<file path="src/rtl/ihr_pkg.sv">
package ihr_pkg;
  localparam int DW = 8;

  // register offsets
  localparam int OFS_OWN = 'h00;
  localparam int OFS_DIV = 'h04;
  localparam int OFS_CTL = 'h08;
  localparam int OFS_STS = 'h0C;
  localparam int OFS_DAT = 'h10;
  localparam int OFS_FLT = 'h14;

  // control bit positions
  localparam int CT_EN  = 7;
  localparam int CT_IE  = 6;
  localparam int CT_MST = 5;
  localparam int CT_TX  = 4;
  localparam int CT_RS  = 2;

  // status bit positions
  localparam int ST_DONE = 7;
  localparam int ST_BUSY = 5;
  localparam int ST_IF   = 1;
  localparam int ST_NACK = 0;

  localparam logic [DW-1:0] MSK_OWN = 8'hFE;
  localparam logic [DW-1:0] MSK_DIV = 8'h3F;
  localparam logic [DW-1:0] MSK_CTL = 8'hFC;
  localparam logic [DW-1:0] MSK_STS = 8'hED;

  localparam logic [DW-1:0] STS_RST  = 8'h81;
  localparam logic [DW-1:0] TRK_IDLE = 8'hFF;

  typedef enum logic [1:0] {
    OP_START = 2'd0,
    OP_SEND  = 2'd1,
    OP_RECV  = 2'd2,
    OP_STOP  = 2'd3
  } ihr_op_e;
endpackage

</file>
<file path="src/rtl/ihr_rst_sync.sv">
module ihr_rst_sync #(
  parameter int STAGES = 2
) (
  input  logic clk,
  input  logic rst_n,
  output logic rst_sn
);
  logic [STAGES-1:0] sync_q;

  always_ff @(posedge clk or negedge rst_n) begin
    if (!rst_n) sync_q <= '0;
    else        sync_q <= {sync_q[STAGES-2:0], 1'b1};
  end

  assign rst_sn = sync_q[STAGES-1];
endmodule

</file>
<file path="src/rtl/ihr_cmd_seq.sv">
module ihr_cmd_seq
  import ihr_pkg::*;
(
  input  logic          clk,
  input  logic          rst_n,
  input  logic          launch,
  input  ihr_op_e       launch_op,
  input  logic [DW-1:0] launch_byte,
  output logic          busy,
  output logic          cmd_valid,
  output logic [1:0]    cmd_op,
  output logic [DW-1:0] cmd_data,
  input  logic          cmd_done,
  input  logic          cmd_ok,
  input  logic [DW-1:0] cmd_rdata,
  output logic          ev_valid,
  output ihr_op_e       ev_op,
  output logic          ev_ok,
  output logic [DW-1:0] ev_rdata
);
  typedef enum logic {SQ_IDLE, SQ_WAIT} sq_e;

  sq_e           st_q, st_n;
  ihr_op_e       op_q, op_n;
  logic [DW-1:0] byte_q, byte_n;
  logic          ld;

  // next state: a nacked SEND chains a STOP without going idle
  always_comb begin
    st_n   = st_q;
    op_n   = op_q;
    byte_n = byte_q;
    ld     = 1'b0;
    case (st_q)
      SQ_IDLE: begin
        if (launch) begin
          st_n   = SQ_WAIT;
          op_n   = launch_op;
          byte_n = launch_byte;
          ld     = 1'b1;
        end
      end
      SQ_WAIT: begin
        if (cmd_done) begin
          ld = 1'b1;
          if (op_q == OP_SEND && !cmd_ok) op_n = OP_STOP;
          else                            st_n = SQ_IDLE;
        end
      end
      default: begin
        st_n = SQ_IDLE;
        ld   = 1'b1;
      end
    endcase
  end

  always_ff @(posedge clk or negedge rst_n) begin
    if (!rst_n) begin
      st_q   <= SQ_IDLE;
      op_q   <= OP_START;
      byte_q <= '0;
    end else if (ld) begin
      st_q   <= st_n;
      op_q   <= op_n;
      byte_q <= byte_n;
    end
  end

  assign busy      = (st_q == SQ_WAIT);
  assign cmd_valid = busy;
  assign cmd_op    = op_q;
  assign cmd_data  = byte_q;
  assign ev_valid  = busy && cmd_done;
  assign ev_op     = op_q;
  assign ev_ok     = cmd_ok;
  assign ev_rdata  = cmd_rdata;
endmodule

</file>
<file path="src/rtl/ihr_rd_mux.sv">
module ihr_rd_mux
  import ihr_pkg::*;
#(
  parameter int AW = 5
) (
  input  logic [AW-1:0] addr,
  input  logic [DW-1:0] own,
  input  logic [DW-1:0] div,
  input  logic [DW-1:0] ctl,
  input  logic [DW-1:0] sts,
  input  logic [DW-1:0] dat,
  input  logic [DW-1:0] flt,
  output logic [DW-1:0] rdata
);
  localparam logic [AW-1:0] A_OWN = AW'(OFS_OWN);
  localparam logic [AW-1:0] A_DIV = AW'(OFS_DIV);
  localparam logic [AW-1:0] A_CTL = AW'(OFS_CTL);
  localparam logic [AW-1:0] A_STS = AW'(OFS_STS);
  localparam logic [AW-1:0] A_DAT = AW'(OFS_DAT);
  localparam logic [AW-1:0] A_FLT = AW'(OFS_FLT);

  always_comb begin
    case (addr)
      A_OWN:   rdata = own;
      A_DIV:   rdata = div;
      A_CTL:   rdata = ctl;
      A_STS:   rdata = sts;
      A_DAT:   rdata = dat;
      A_FLT:   rdata = flt;
      default: rdata = '0;
    endcase
  end
endmodule

</file>
<file path="src/rtl/i2c_host_regs.sv">
module i2c_host_regs
  import ihr_pkg::*;
#(
  parameter int AW = 5
) (
  input  logic          clk,
  input  logic          rst_n,
  input  logic          cpu_sel,
  input  logic          cpu_wr,
  input  logic [AW-1:0] cpu_addr,
  input  logic [7:0]    cpu_wdata,
  output logic [7:0]    cpu_rdata,
  output logic          irq,
  output logic          cmd_valid,
  output logic [1:0]    cmd_op,
  output logic [7:0]    cmd_data,
  input  logic          cmd_done,
  input  logic          cmd_ok,
  input  logic [7:0]    cmd_rdata
);
  localparam logic [AW-1:0] A_OWN = AW'(OFS_OWN);
  localparam logic [AW-1:0] A_DIV = AW'(OFS_DIV);
  localparam logic [AW-1:0] A_CTL = AW'(OFS_CTL);
  localparam logic [AW-1:0] A_STS = AW'(OFS_STS);
  localparam logic [AW-1:0] A_DAT = AW'(OFS_DAT);
  localparam logic [AW-1:0] A_FLT = AW'(OFS_FLT);

  logic rst_sn;

  logic [DW-1:0] own_q, div_q, ctl_q, sts_q, dat_q, flt_q, trk_q;
  logic [DW-1:0] own_n, div_n, ctl_n, sts_n, dat_n, flt_n, trk_n;

  logic          busy, launch, ev_valid, ev_ok;
  ihr_op_e       launch_op, ev_op;
  logic [DW-1:0] launch_byte, ev_rdata;
  logic          wr_acc, rd_acc, xfer_open;

  ihr_rst_sync #(.STAGES(2)) u_rst (
    .clk   (clk),
    .rst_n (rst_n),
    .rst_sn(rst_sn)
  );

  ihr_cmd_seq u_seq (
    .clk        (clk),
    .rst_n      (rst_sn),
    .launch     (launch),
    .launch_op  (launch_op),
    .launch_byte(launch_byte),
    .busy       (busy),
    .cmd_valid  (cmd_valid),
    .cmd_op     (cmd_op),
    .cmd_data   (cmd_data),
    .cmd_done   (cmd_done),
    .cmd_ok     (cmd_ok),
    .cmd_rdata  (cmd_rdata),
    .ev_valid   (ev_valid),
    .ev_op      (ev_op),
    .ev_ok      (ev_ok),
    .ev_rdata   (ev_rdata)
  );

  ihr_rd_mux #(.AW(AW)) u_rd (
    .addr (cpu_addr),
    .own  (own_q),
    .div  (div_q),
    .ctl  (ctl_q),
    .sts  (sts_q),
    .dat  (dat_q),
    .flt  (flt_q),
    .rdata(cpu_rdata)
  );

  // accesses are honoured only while no engine command is pending
  assign wr_acc    = cpu_sel && cpu_wr && !busy;
  assign rd_acc    = cpu_sel && !cpu_wr && !busy;
  assign xfer_open = (trk_q != TRK_IDLE);

  always_comb begin
    own_n       = own_q;
    div_n       = div_q;
    ctl_n       = ctl_q;
    sts_n       = sts_q;
    dat_n       = dat_q;
    flt_n       = flt_q;
    trk_n       = trk_q;
    launch      = 1'b0;
    launch_op   = OP_STOP;
    launch_byte = dat_q;

    // engine completions
    if (ev_valid) begin
      case (ev_op)
        OP_START: begin
          if (ev_ok) begin
            trk_n          = dat_q;
            sts_n[ST_NACK] = 1'b0;
            sts_n[ST_DONE] = 1'b1;
            sts_n[ST_IF]   = 1'b1;
          end else begin
            sts_n[ST_NACK] = 1'b1;
          end
        end
        OP_SEND: begin
          if (ev_ok) begin
            sts_n[ST_NACK] = 1'b0;
            sts_n[ST_DONE] = 1'b1;
            sts_n[ST_IF]   = 1'b1;
          end else begin
            sts_n[ST_NACK] = 1'b1;
            trk_n          = TRK_IDLE;
          end
        end
        OP_RECV: begin
          if (ev_ok) begin
            dat_n          = ev_rdata;
            sts_n[ST_DONE] = 1'b1;
            sts_n[ST_IF]   = 1'b1;
          end else begin
            dat_n = 8'hFF;
          end
        end
        default: ;
      endcase
    end

    // CPU writes
    if (wr_acc) begin
      case (cpu_addr)
        A_OWN: own_n = cpu_wdata & MSK_OWN;
        A_DIV: div_n = cpu_wdata & MSK_DIV;
        A_FLT: flt_n = cpu_wdata;
        A_STS: sts_n = cpu_wdata & MSK_STS;
        A_CTL: begin
          if (ctl_q[CT_EN] && !cpu_wdata[CT_EN]) begin
            div_n = '0;
            ctl_n = '0;
            sts_n = STS_RST;
            dat_n = '0;
            flt_n = '0;
            trk_n = TRK_IDLE;
          end else begin
            ctl_n = cpu_wdata & MSK_CTL;
            if (cpu_wdata[CT_MST]) begin
              sts_n[ST_BUSY] = 1'b1;
              if (cpu_wdata[CT_RS] && xfer_open) begin
                launch       = 1'b1;
                trk_n        = TRK_IDLE;
                ctl_n[CT_RS] = 1'b0;
              end
            end else begin
              sts_n[ST_BUSY] = 1'b0;
              if (xfer_open) begin
                launch = 1'b1;
                trk_n  = TRK_IDLE;
              end
            end
          end
        end
        A_DAT: begin
          if (ctl_q[CT_EN]) begin
            dat_n = cpu_wdata;
            if (ctl_q[CT_MST]) begin
              launch      = 1'b1;
              launch_op   = xfer_open ? OP_SEND : OP_START;
              launch_byte = cpu_wdata;
            end
          end
        end
        default: ;
      endcase
    end

    // master-receive data read launches the next byte
    if (rd_acc && cpu_addr == A_DAT && ctl_q[CT_MST] && !ctl_q[CT_TX]) begin
      launch    = 1'b1;
      launch_op = OP_RECV;
    end
  end

  always_ff @(posedge clk or negedge rst_sn) begin
    if (!rst_sn) begin
      own_q <= '0;
      div_q <= '0;
      ctl_q <= '0;
      sts_q <= STS_RST;
      dat_q <= '0;
      flt_q <= '0;
      trk_q <= TRK_IDLE;
    end else begin
      own_q <= own_n;
      div_q <= div_n;
      ctl_q <= ctl_n;
      sts_q <= sts_n;
      dat_q <= dat_n;
      flt_q <= flt_n;
      trk_q <= trk_n;
    end
  end

  assign irq = ctl_q[CT_EN] && ctl_q[CT_IE] && sts_q[ST_IF];
endmodule

</file>
<file path="config.mk">
export PLATFORM = sky130hd
export DESIGN_NAME = i2c_host_regs
export DESIGN_NICKNAME = d
export VERILOG_FILES = /design/src/rtl/ihr_pkg.sv /design/src/rtl/ihr_rst_sync.sv /design/src/rtl/ihr_cmd_seq.sv /design/src/rtl/ihr_rd_mux.sv /design/src/rtl/i2c_host_regs.sv
export SDC_FILE = /design/constraint.sdc
export NUM_CORES = 1
export LEC_CHECK = 0
export ABC_AREA = 1
export BUFFER_PORTS_ARGS = -buffer_cell sky130_fd_sc_hd__buf_2
export CAP_MARGIN = 20
export CORE_ASPECT_RATIO = 0.75
export CORE_UTILIZATION = 52
export CTS_CLUSTER_DIAMETER = 40
export DETAILED_ROUTE_END_ITERATION = 10
export PLACE_DENSITY_LB_ADDON = 0.05
export SETUP_SLACK_MARGIN = 0.2
export SYNTH_ARGS = -nofsm -noshare
export SYNTH_HDL_FRONTEND = slang
export SYNTH_SLANG_ARGS = --single-unit
</file>
<file path="constraint.sdc">
create_clock -name clk -period 1.9 [get_ports clk]
set_input_delay 0.19 -clock clk [delete_from_list [all_inputs] [get_ports clk]]
set_output_delay 0.19 -clock clk [all_outputs]
set_load 0.05 [all_outputs]
</file>
# Yosys cells after proc, flatten, opt, wreduce, memory -nomap -nowiden
# Index checks and enable logic that the tools add are counted.
totals:
  ff_bits: 68
  out_inout_bits: 20
  in_bits: 27
  word_cells: 126
classes:
  n_eq_ne: 12
  bitwise: 1
  mux: 67
  n_reduce_logical: 33
ops:
  columns: ["op", "n"]
  rows:
  - ["$mux W8", 22]
  - ["$pmux W8 S2", 5]
  - ["$pmux W8 S6", 1]
  - ["$mux W1", 24]
  - ["$mux W2", 10]
  - ["$logic_and A1 B1 Y1", 13]
  - ["$reduce_and A3 Y1", 4]
  - ["$eq A5 B4 Y1 const B", 2]
  - ["$eq A5 B5 Y1 const B", 2]
  - ["$ne A2 B2 Y1 const B", 4]
  - ["$ne A8 B8 Y1 const B", 1]
  - ["$pmux W1 S2", 3]
  - ["$reduce_and A2 Y1", 3]
  - ["$reduce_bool A2 Y1", 3]
  - ["$eq A5 B3 Y1 const B", 1]
  - ["$logic_not A1 Y1", 5]
  - ["$logic_not A5 Y1", 1]
  - ["$mux W5", 1]
  - ["$pmux W2 S2", 1]
  - ["$reduce_and A4 Y1", 1]
  - ["$reduce_or A3 Y1", 1]
  - ["$eq A2 B1 Y1 const B", 1]
  - ["$eq A2 B2 Y1 const B", 1]
  - ["$logic_not A2 Y1", 1]
  - ["other kinds (2)", 2]

# Longest topological paths before layout
depth:
  word_depth: 11
  ltp_mapped: 9
  mapped_depth_nobuf: 9

# Hierarchy
# From an unflattened synthesis, not the netlist that was laid out.
hier_totals:
  hier_cells: 607
  hier_area_um2: 4247.8
modules_own_cells:
  columns: ["mod", "seq_area_each_um2", "cells_per_inst", "area_each_um2", "instances"]
  rows:
  - ["i2c_host_regs", 1263.7, 415, 2961.6, 1]
  - ["ihr_rd_mux", 0.0, 119, 636.9, 1]
  - ["ihr_cmd_seq", 275.3, 70, 595.6, 1]
  - ["ihr_rst_sync", 50.0, 3, 53.8, 1]

# Worst setup path before layout
# OpenSTA, ideal clock, no wires.
synth_timing:
  kind: "reg2out"
  startpoint: "register ctl_q[7]"
  endpoint: "output port irq"
  required_ns: 1.710
  stages_incl_launch_ff: 3
  t_arrival_ns: 1.632
  setup_slack_ns: 0.078
  n_path_buf: 0
  path_cell_list: "dfrtp_1 -> inv_1 -> nor3_1"
synth_between:
  elab_chain_len: 2
synth_rtl:
  columns: ["element", "line", "text"]
  rows:
  - ["start, declared", "i2c_host_regs.sv:30", "logic [DW-1:0] own_q, div_q, ctl_q, sts_q, dat_q, flt_q, trk_q;"]
  - ["start signal, assigned", "i2c_host_regs.sv:193", "ctl_q <= ctl_n;"]
  - ["$logic_and A1 B1 Y1 (2 in a row)", "i2c_host_regs.sv:201", "assign irq = ctl_q[CT_EN] && ctl_q[CT_IE] && sts_q[ST_IF];"]
  - ["end, declared", "i2c_host_regs.sv:13", "output logic irq,"]
# Every way passes these cells.

# Worst setup path after layout
layout_timing:
  startpoint: "register ctl_q[6]"
  endpoint: "output port cpu_rdata[6]"
layout_between:
  elab_chain_len: 1
layout_rtl:
  columns: ["element", "line", "text"]
  rows:
  - ["$pmux W8 S6", "ihr_rd_mux.sv:23", "case (addr)"]
  - ["end, declared", "i2c_host_regs.sv:12", "output logic [7:0] cpu_rdata,"]
# Every way passes these cells.

==> results.cfg <==
[final_layout]
drive_gt1_frac = 0.2594
nNetsFinal = 527
diodes = 0
final_common_cell = nand2_1
areaGrowthSynthToFinish_pct = 20.19
design_area_um2 = 4126
mostFrequentLayoutCells = nand2_1, o21ai_0, dfrtp_1, buf_2, inv_1

[floorplan]
dieArea_um2 = 6935
die_y_um = 72.37
fp-row-count = 25
die_width_um = 95.83
core_area_um2 = 6350
num_io_pins = 47
initial_core_util = 0.5407

[sta]
finalCritPeriodShare = 0.8690
tns_ps = 0
maxSlewViolCount = 0
hold_viol = 0
post-route-min-period_ps = 1651
clock.fmax_mhz = 605.7
skew_ps = 6.853
rsz0062_at_grt = yes
setup_viol = 0
slew_headroom = 0.6345
tightest_slew_ps = 546.6

[global_route]
grt_pass1_wl_um = 15400
grt_max_degree = 62
grt_pass1_vias = 3136
busiest_layer = met2
antenna_found_initial = 0
overflow = 0
grtUsageMet2 = 0.4397
grt_usage = 0.3009
met1_usage = 0.4350
use_met3 = 0.09853

[worst_setup_path]
slowest_delay_ps = 360
cp-end-kind = output port
critPathTopFamily = compound AO/OA/AOI/OAI gates
ff2ff_setup_slack_ps = 290
reg2reg_to = u_seq.cmd_data[4]
critPathKind = reg -> out
rr_worst_depth = 8
required_ps = 1710
critPathArrivalTime_ps = 1460
path_cells = inv_1 > o22ai_1 > a21oi_2 > o211ai_1 > buf_2
critical_path_buf_inv_count = 2
path_max_fanout = 3
critPathLaunchType = flip-flop
slowest_stage = dfrtp_1
r2r_start = ctl_q[7]

[hold_path]
hold_path.startpoint = cmd_done
min_to = u_seq.busy
min_path_type = in -> reg
hold-path-cell-count = 2

[route]
first_iter_violations = 218
ant_nets = 0
vias = 3312
drtPass1Iterations = 5
routed_wl_um = 9732
routed_via_density = 5.652
wl_per_cell_um = 16.61
remaining_drc_errors = 0

[logic_synthesis]
synth_async_sr_flop_share = 1.000
synth-seq-cells = 63
synth_edf_count = 0
synth_area_um2 = 3433
yosysSeqAreaShare = 0.4628
avgSynthCellArea_um2 = 7.821
synth_fp_nets = 466
yosys_warnings = 0
synth_cell_types = 38
synth_cells = 439
ys_dominant_reg_cell = dfrtp_1

[clock_network]
clkLatencyLatePin_ps = 350
clockBufferDepth = 2
cts_buffers = 9
cts-root-buf = clkbuf_8
clkSinkCount = 63
clkTransAtPathRegs_ps = 70
cts.htree.levels = 3
cts_tree = built

[place]
io_buffers = 46
placed_area_um2 = 3752
gp_congestion = 0.9209
dp_hpwl_um = 6943

[pwr]
power.leakage_nw = 2.070
powerDensity_nw_per_um2 = 907.9
peakVddDrop_mv = 0.5086

[flow_run]
cap_violations = 0

[status]
status = finished clean
==> per-stage QoR <==
step                      hold slack [ps]  utilization  setup WS [ps]  cells  power [mW]
after floorplan                    -105.6            -          214.6    439       2.227
after global placement             -23.37       0.5909          21.79    560       2.443
after detailed placement           -23.67       0.5909          52.89    560       2.465
after CTS                           80.00       0.6288          186.2    577       3.715
after global routing                81.03       0.6499          142.9    586       3.912
final                               74.30       0.6499          248.9    586       3.746
==> power by group <==
part	switching (mW)	total, mW	internal [mW]
clock	0.536	1.25	0.715
sequential	0.160	1.76	1.60
combinational	0.478	0.732	0.254
==> logic make-up (layout without fill, tap and decap cells) <==
group | after synthesis | count (layout) | share of synthesized area
simple gates | 192 | 192 | 0.2511
compound gates | 124 | 124 | 0.2136
flops | 63 | 63 | 0.4628
buf+inv | 59 | 125 | 0.07143
other cells | 1 | 1 | 0.001092
==> routing by layer <==
| metal | vias to the layer above | part of all wire |
|---|---|---|
| met5 | - | 0 |
| met4 | 0 | 0.010 |
| met3 | 11 | 0.083 |
| met2 | 136 | 0.44 |
| met1 | 1587 | 0.47 |
| li1 | 1578 | - |
==> timing repair <==
item,in CTS,in global routing
setup buffers,0,9
hold endpoints to repair,2,0
gates cloned,0,0
pin swaps,0,1
endpoints found under the setup margin,5,17
hold buffers,1,0
gates resized for setup,9,15
==> how the worst max path moves through the flow <==
stage / from / cells past startpoint / to / slack, ps
floorplan: u_seq.busy / 6 / sts_q[0] / 210
global placement: cpu_addr[2] / 10 / cpu_rdata[1] / 20
detailed placement: cpu_addr[2] / 10 / cpu_rdata[1] / 50
CTS: ctl_q[7] / 5 / cpu_rdata[7] / 190
global route: cpu_addr[1] / 9 / cpu_rdata[4] / 140
finish: ctl_q[6] / 5 / cpu_rdata[6] / 250
==> area by class of cell <==
type / instances / area (um2)
sequential: 63 / 1592
timing repair buffer: 60 / 375.4
fill: 580 / 2223
multi-input combinational: 317 / 1658
tap: 81 / 101.3
clock inverter: 2 / 37.54
clock buffer: 14 / 172.7
inverter: 49 / 190.2
==> state kept, by name (all words and copies together) (netlist names) <==
name	cells
u_seq.cmd_data	8
u_seq.busy	1
ctl_q	6
trk_q	8
u_rst.sync_q	2
dat_q	8
flt_q	8
own_q	7
div_q	6
sts_q	7
u_seq.cmd_op	2
==> cells in the mapped netlist, types with 4 or more instances <==
cell / n / area (um2)
inv_2: 8 / 30.03
nand3_1: 18 / 90.09
nor2_4: 5 / 56.30
buf_2: 4 / 20.02
nand2_1: 136 / 510.5
o21ai_2: 7 / 61.31
dfrtp_1: 53 / 1326
nor2_1: 17 / 63.81
inv_1: 39 / 146.4
o211ai_1: 11 / 82.58
o21ai_1: 15 / 75.07
dfstp_2: 10 / 262.8
o21ai_0: 57 / 285.3
a21oi_1: 20 / 100.1
No activity file was read; power rests on OpenSTA's default activity.
